## src/rtl/vidref_pkg.sv

```systemverilog
package vidref_pkg;

    localparam int VID_W    = 5;
    localparam logic [VID_W-1:0] OFF_CODE = {VID_W{1'b1}};

    typedef logic [VID_W-1:0] vid_t;

    typedef enum logic [1:0] {
        ST_IDLE = 2'd0,
        ST_WAIT = 2'd1,
        ST_RAMP = 2'd2
    } seq_state_e;

    typedef struct packed {
        logic valid;
        vid_t code;
    } vid_evt_t;

    function automatic int code_to_mv(input vid_t code, input int top_mv, input int step_mv);
        if (code == OFF_CODE) begin
            return 0;
        end
        return top_mv - step_mv * int'(code);
    endfunction

    function automatic vid_t step_toward(input vid_t cur, input vid_t tgt);
        if (tgt > cur) begin
            return cur + vid_t'(1);
        end else if (tgt < cur) begin
            return cur - vid_t'(1);
        end
        return cur;
    endfunction

endpackage

```

## src/rtl/vidref_sampler.sv

```systemverilog
module vidref_sampler
    import vidref_pkg::*;
(
    input  logic     clk,
    input  logic     rst,
    input  logic     tick,
    input  vid_t     vid_in,
    input  vid_t     tgt_code,
    output vid_evt_t evt
);
    vid_t samp_q;

    always_ff @(posedge clk) begin
        if (rst) begin
            samp_q <= vid_in;
        end else if (tick) begin
            samp_q <= vid_in;
        end
    end

    always_comb begin
        evt.code  = vid_in;
        evt.valid = tick && (vid_in == samp_q) && (vid_in != tgt_code);
    end

endmodule

```

## src/rtl/vidref_seq.sv

```systemverilog
module vidref_seq
    import vidref_pkg::*;
#(
    parameter int WAIT_TICKS = 2,
    parameter int STEP_TICKS = 2
) (
    input  logic     clk,
    input  logic     rst,
    input  logic     tick,
    input  vid_t     vid_in,
    input  vid_evt_t evt,
    output vid_t     ref_code,
    output vid_t     tgt_code,
    output logic     busy
);
    localparam int MAXT  = (WAIT_TICKS > STEP_TICKS) ? WAIT_TICKS : STEP_TICKS;
    localparam int CNT_W = (MAXT > 1) ? $clog2(MAXT) : 1;
    localparam logic [CNT_W-1:0] WAIT_LAST = CNT_W'(WAIT_TICKS - 1);
    localparam logic [CNT_W-1:0] STEP_LAST = CNT_W'(STEP_TICKS - 1);

    seq_state_e       st_q, st_d;
    vid_t             ref_q, ref_d;
    vid_t             tgt_q, tgt_d;
    logic [CNT_W-1:0] cnt_q, cnt_d;
    logic             advance;

    always_comb begin
        st_d    = st_q;
        ref_d   = ref_q;
        tgt_d   = tgt_q;
        cnt_d   = cnt_q;
        advance = 1'b0;
        if (tick) begin
            if (evt.valid) begin
                if (evt.code == OFF_CODE || ref_q == OFF_CODE) begin
                    ref_d = evt.code;
                    tgt_d = evt.code;
                    st_d  = ST_IDLE;
                    cnt_d = '0;
                end else if (evt.code == ref_q) begin
                    tgt_d = evt.code;
                    st_d  = ST_IDLE;
                    cnt_d = '0;
                end else if (st_q == ST_IDLE ||
                             ((evt.code > ref_q) != (tgt_q > ref_q))) begin
                    tgt_d = evt.code;
                    st_d  = ST_WAIT;
                    cnt_d = '0;
                end else begin
                    tgt_d   = evt.code;
                    advance = 1'b1;
                end
            end else begin
                advance = 1'b1;
            end
            if (advance) begin
                case (st_q)
                    ST_WAIT: begin
                        if (cnt_q == WAIT_LAST) begin
                            st_d  = ST_RAMP;
                            cnt_d = STEP_LAST;
                        end else begin
                            cnt_d = cnt_q + 1'b1;
                        end
                    end
                    ST_RAMP: begin
                        if (cnt_q == STEP_LAST) begin
                            ref_d = step_toward(ref_q, tgt_d);
                            cnt_d = '0;
                            if (ref_d == tgt_d) begin
                                st_d = ST_IDLE;
                            end
                        end else begin
                            cnt_d = cnt_q + 1'b1;
                        end
                    end
                    default: ;
                endcase
            end
        end
    end

    always_ff @(posedge clk) begin
        if (rst) begin
            st_q  <= ST_IDLE;
            ref_q <= vid_in;
            tgt_q <= vid_in;
            cnt_q <= '0;
        end else begin
            st_q  <= st_d;
            ref_q <= ref_d;
            tgt_q <= tgt_d;
            cnt_q <= cnt_d;
        end
    end

    assign ref_code = ref_q;
    assign tgt_code = tgt_q;
    assign busy     = (st_q != ST_IDLE);

    // Tracks whether the previous tick moved the reference between valid codes.
    logic moved_last_q;
    always_ff @(posedge clk) begin
        if (rst) begin
            moved_last_q <= 1'b0;
        end else if (tick) begin
            moved_last_q <= (ref_d != ref_q) && (ref_d != OFF_CODE) && (ref_q != OFF_CODE);
        end
    end

    assert_one_step_R5: assert property (@(posedge clk) disable iff (rst)
        (ref_q != OFF_CODE && $past(ref_q) != OFF_CODE && !$past(rst)) |->
        (ref_q == $past(ref_q) || ref_q == $past(ref_q) + vid_t'(1) ||
         ref_q == $past(ref_q) - vid_t'(1)));

    assert_step_spacing_R5: assert property (@(posedge clk) disable iff (rst)
        (tick && ref_d != ref_q && ref_d != OFF_CODE && ref_q != OFF_CODE) |-> !moved_last_q);

    assert_idle_settled_R5: assert property (@(posedge clk) disable iff (rst)
        !busy |-> (ref_q == tgt_q));

    assert_hold_no_tick_R10: assert property (@(posedge clk) disable iff (rst)
        (!$past(tick) && !$past(rst)) |-> ($stable(ref_q) && $stable(st_q)));

endmodule

```

## src/rtl/vidref_fmt.sv

```systemverilog
module vidref_fmt
    import vidref_pkg::*;
#(
    parameter int MV_W    = 12,
    parameter int TOP_MV  = 1850,
    parameter int STEP_MV = 25
) (
    input  vid_t            ref_code,
    output logic [MV_W-1:0] ref_mv,
    output logic            off
);
    always_comb begin
        off    = (ref_code == OFF_CODE);
        ref_mv = MV_W'(code_to_mv(ref_code, TOP_MV, STEP_MV));
    end
endmodule

```

## src/rtl/vid_ref_stepper.sv

```systemverilog
module vid_ref_stepper
    import vidref_pkg::*;
#(
    parameter int WAIT_TICKS = 2,
    parameter int STEP_TICKS = 2,
    parameter int MV_W       = 12,
    parameter int TOP_MV     = 1850,
    parameter int STEP_MV    = 25
) (
    input  logic              clk,
    input  logic              rst,
    input  logic              tick,
    input  logic [VID_W-1:0]  vid_code,
    output logic [VID_W-1:0]  ref_step,
    output logic [MV_W-1:0]   ref_mv,
    output logic              busy,
    output logic              off
);
    vid_evt_t evt;
    vid_t     tgt_code;
    vid_t     ref_code;

    vidref_sampler u_samp (
        .clk      (clk),
        .rst      (rst),
        .tick     (tick),
        .vid_in   (vid_code),
        .tgt_code (tgt_code),
        .evt      (evt)
    );

    vidref_seq #(
        .WAIT_TICKS (WAIT_TICKS),
        .STEP_TICKS (STEP_TICKS)
    ) u_seq (
        .clk      (clk),
        .rst      (rst),
        .tick     (tick),
        .vid_in   (vid_code),
        .evt      (evt),
        .ref_code (ref_code),
        .tgt_code (tgt_code),
        .busy     (busy)
    );

    vidref_fmt #(
        .MV_W    (MV_W),
        .TOP_MV  (TOP_MV),
        .STEP_MV (STEP_MV)
    ) u_fmt (
        .ref_code (ref_code),
        .ref_mv   (ref_mv),
        .off      (off)
    );

    assign ref_step = ref_code;

    assert_off_zero_R1: assert property (@(posedge clk) disable iff (rst)
        off |-> (ref_mv == '0));

    assert_reset_load_R2: assert property (@(posedge clk) disable iff (rst)
        $past(rst) |-> (ref_step == $past(vid_code) && !busy));

endmodule

```

## config.mk

```make
export PLATFORM = sky130hd
export DESIGN_NAME = vid_ref_stepper
export DESIGN_NICKNAME = d
export VERILOG_FILES = /design/src/rtl/vidref_pkg.sv /design/src/rtl/vidref_sampler.sv /design/src/rtl/vidref_seq.sv /design/src/rtl/vidref_fmt.sv /design/src/rtl/vid_ref_stepper.sv
export SDC_FILE = /design/constraint.sdc
export NUM_CORES = 1
export LEC_CHECK = 0
export ABC_AREA = 1
export BUFFER_PORTS_ARGS = -buffer_cell sky130_fd_sc_hd__buf_4
export CAP_MARGIN = 25
export CELL_PAD_IN_SITES_DETAIL_PLACEMENT = 1
export CELL_PAD_IN_SITES_GLOBAL_PLACEMENT = 1
export CORE_MARGIN = 5
export CORE_UTILIZATION = 47
export CTS_BUF_LIST = sky130_fd_sc_hd__clkbuf_4 sky130_fd_sc_hd__clkbuf_8
export DETAILED_ROUTE_END_ITERATION = 8
export GPL_TIMING_DRIVEN = 0
export PLACE_DENSITY_LB_ADDON = 0.12
export SYNTH_ARGS = -nofsm -noshare
export SYNTH_HDL_FRONTEND = slang
export SYNTH_SLANG_ARGS = --single-unit
```

## constraint.sdc

```tcl
create_clock -name clk -period 10 [get_ports clk]
set_input_delay 1.5 -clock clk [delete_from_list [all_inputs] [get_ports clk]]
set_output_delay 1.5 -clock clk [all_outputs]
set_load 0.05 [all_outputs]
```

==> summary.md <==
| Metric | Value |
|---|---|
| # port buffers | `24` |
| Routed vias | `2,479` |
| Number of fill cells in the layout | `a little over 700` |
| Number of placed instances, taps included | `roughly 460` |
| Number of synthesized flops with an enable pin | `15` |
| Insertion delay to the later sink of the worst-skew pair | `between 0.2 and 0.3 ns` |
| Worst Tran Pin Value | `~0.62 ns` |
| Gate Count Post-Synth | `approximately 370` |
| Antenna-violating nets left | `0` |
| RSZ-0062 raised after global routing | `no` |
| Flip-flop and latch count after synthesis | `18` |
| Die height | `a little over 80 µm` |
| Kind of capture point of the worst setup path | `register` |
| Mean post-synth cell area | `6.701 µm²` |
| GP Congestion | `0.8665` |
| Most used standard cells in the synthesized netlist | `nand2_1, inv_1, ha_1` |
| Core Util, Final | `0.5461` |
| Inserted Clock Buffers | `3` |
| Number of antenna violations at the first check in global routing | `0` |
| Min Tclk post-route | `approximately 4.9 ns` |
| Part of the power in registers | `0.209` |
| DRC Markers | `0` |
| Layout cells sized above 1 | `0.1364` |
| Boundary pin count | `27` |
| Initial standard-cell utilization of the core | `0.4829` |
| Switch Pwr | `around 250 µW` |
| Launching element type of the critical path | `input port` |
| Max-slew violation total from the final report | `0` |
| Warnings from Yosys | `0` |
| Total inserted antenna cells | `0` |
| Async set-or-reset flop fraction in the synthesized netlist | `0` |
| Clock Sinks | `18` |
| Number of hold-repair buffers added at the cts stage | `0` |
| Htree depth | `1` |
| Power share of the combinational group | `0.662` |
| Number of global-route vias before repair | `2,474` |
| Post-synthesis net count | `approximately 420` |
| Total core area | `roughly 0.005 mm²` |
| Tightest Hold Check Type | `reg -> reg` |
| Final cell count without fillers | `around 470` |
| First-pass GRT wire length | `roughly 12 mm` |
| Total global routing overflow | `0` |
| Total routing usage reported by global routing | `0.2191` |
| Main flop type after synthesis | `edfxtp_1` |
| Area enclosed by the die boundary | `roughly 0.0068 mm²` |
| Final design area excluding fillers | `around 0.0028 mm²` |
| Max-Slew Margin vs Limit | `0.5839` |
| Clock group share of total power | `0.129` |
| Standard cell area after detailed placement | `0.002734 mm²` |
| Main area contributors after synthesis | `ha_1, edfxtp_1, nand2_1, inv_1, nand3_1` |
| Share of Yosys cell area claimed by the top area cell type | `0.1928` |
| Final WL | `about 6.9 mm` |
| Slowest library cell on the worst path | `ha_1` |
| Post-cts gate resize count | `0` |
| Clock transition at the register clock pins on the worst setup and hold paths after CTS | `0.07 ns` |
| Number of buffers and inverters on the critical path | `3` |
| Result of the run | `completed` |
| Largest vdd supply drop | `~100 µV` |
| Width of the die | `82.44 µm` |
| Setup total negative slack | `0 ns` |
| Power per cell area | `about 170 mW/mm²` |
| Max Cap Violations | `0` |
| Number of buffers inserted by post-CTS setup repair | `0` |
| DRT iter0 DRCs | `between 80 and 90` |
| Drt first pass iters | `4` |
| Most repeated cell in the gate-level netlist after synthesis | `nand2_1` |
| Proportion of synthesized chip area in sequential cells | `0.2070` |
| Delay-heaviest family, CP | `simple AND/OR/NAND/NOR gates` |
| Post-layout nets | `445` |
| Site Rows | `26` |
| Max Clk Rate | `between 200 and 250 MHz` |
| Kind of critical path | `in -> reg` |
| Delay of the slowest critical-path stage | `0.37 ns` |
| Area growth from synthesis to layout | `13.09%` |
| Switching Fraction | `0.5240` |
| CTS root buffer | `clkbuf_8` |
| Number of failing hold endpoints at the final stage | `0` |
| Static Leakage | `0.001502 µW` |
| WP data required | `approximately 10 ns` |
| Maximum fanout encountered on the critical timing path | `8` |
| Pin count of the biggest net entering global routing | `16` |
| Arrival @ worst endpoint | `between 4 and 5 ns` |
| Critical Path Most Common Cell | `nand2_1` |
| Estimated wirelength of the detail-placed design | `between 5 and 6 mm` |
| Final routed wire length divided by cell count | `14.88 µm` |
| Detailed-route vias per instance | `approximately 5.3` |
| Post-synth top area cell | `ha_1` |
| Maximum clock skew at final layout | `~0.0014 ns` |
| Max Buffers Root-to-Sink | `2` |
| Summed instance area of the synthesized netlist | `0.002466 mm²` |
| Final-report setup violation count | `0` |
| Internal power | `between 200 and 250 µW` |
| Fraction of the cycle the final worst path needs | `0.4886` |
| CTS tree | `yes` |
| Number of different library cells in the post-synthesis netlist | `36` |
[metal layers]
metal / part of all wire / up-vias / wire length, µm / global-route usage
li1: - / 1251 / - / -
met3: 0.029 / 4 / 200 / 0.01410
met4: 0.0061 / 0 / 42 / 0.03821
met2: 0.49 / 41 / 3431 / 0.3982
met1: 0.47 / 1183 / 3259 / 0.2864
met5: 0 / - / 0 / 0
[power by group through the flow]
stage | sequential (µW) | clock, µW | combinational, µW
global route | 102 | 64.6 | 354
finish | 100 | 61.9 | 318
detailed placement | 102 | 0 | 319
global placement | 102 | 0 | 309
CTS | 100 | 62.7 | 322
floorplan | 105 | 0 | 232
[metrics by stage]
stage	power, µW	hold slack, ns	worst slack (ns)
global placement	411.0	0.4612	4.915
finish	480.8	0.4759	5.114
CTS	484.7	0.4799	5.090
detailed placement	421.5	0.4726	4.813
global route	520.1	0.4992	4.650
floorplan	336.4	0.4465	5.082
[tightest hold or removal path, cell delays in order (launching register included)]
cell and delay (ns):
dfxtp_1 0.33, nand2_1 0.06, nand2_1 0.04
[registers in the layout, indices dropped and copies added (netlist names)]
name	flops
u_seq.cnt_q	1
u_seq.ref_code	5
u_seq.tgt_code	5
u_samp.samp_q	5
u_seq.st_q	2
[path summary, 6_finish.rpt]
| path | start | to | slack, ns | depth (start not counted) |
|---|---|---|---|---|
| min reg2reg | u_seq.st_q[1] | u_seq.st_q[1] | 0.48 | 2 |
| max reg2reg | u_samp.samp_q[3] | u_seq.ref_code[3] | 6.14 | 26 |
| max | vid_code[3] | u_seq.ref_code[3] | 5.11 | 26 |
| min | u_seq.st_q[1] | u_seq.st_q[1] | 0.48 | 2 |
[cell type report]
type / count / area (µm²) / share of cell area
flip-flops and latches: 18 / 510.5 / 0.1830
inverters: 66 / 247.7 / 0.08883
clock buffers: 4 / 55.05 / 0.01974
plain buffers: 2 / 11.26 / 0.004038
repair buffers: 24 / 180.2 / 0.06460
well taps: 70 / 87.58 / 0.03140
multi-input cells: 282 / 1697 / 0.6083
[cell families after synthesis]
group                    share of synthesized area
AND/OR/NAND/NOR                             0.3480
AO/OA/AOI/OAI                               0.1045
buffers and inverters                       0.1050
other                                     0.001521
XOR/XNOR                                   0.02486
adder cells (fa/ha/maj)                     0.2090
flip-flops                                  0.2070
[layout by cell type (no fill, tap or decap), drive strengths merged, types with 3 or more instances in the layout]
cell and count:
edfxtp 15, o21ai 21, clkbuf 5, xnor2 4, inv 65, ha 38, a21oi 18, buf 25
nand2 113, dfxtp 3, nor3 4, nand4 6, xor2 3, nand3 34, nor2 26
Note: power is estimated with default switching activity, not from simulation.
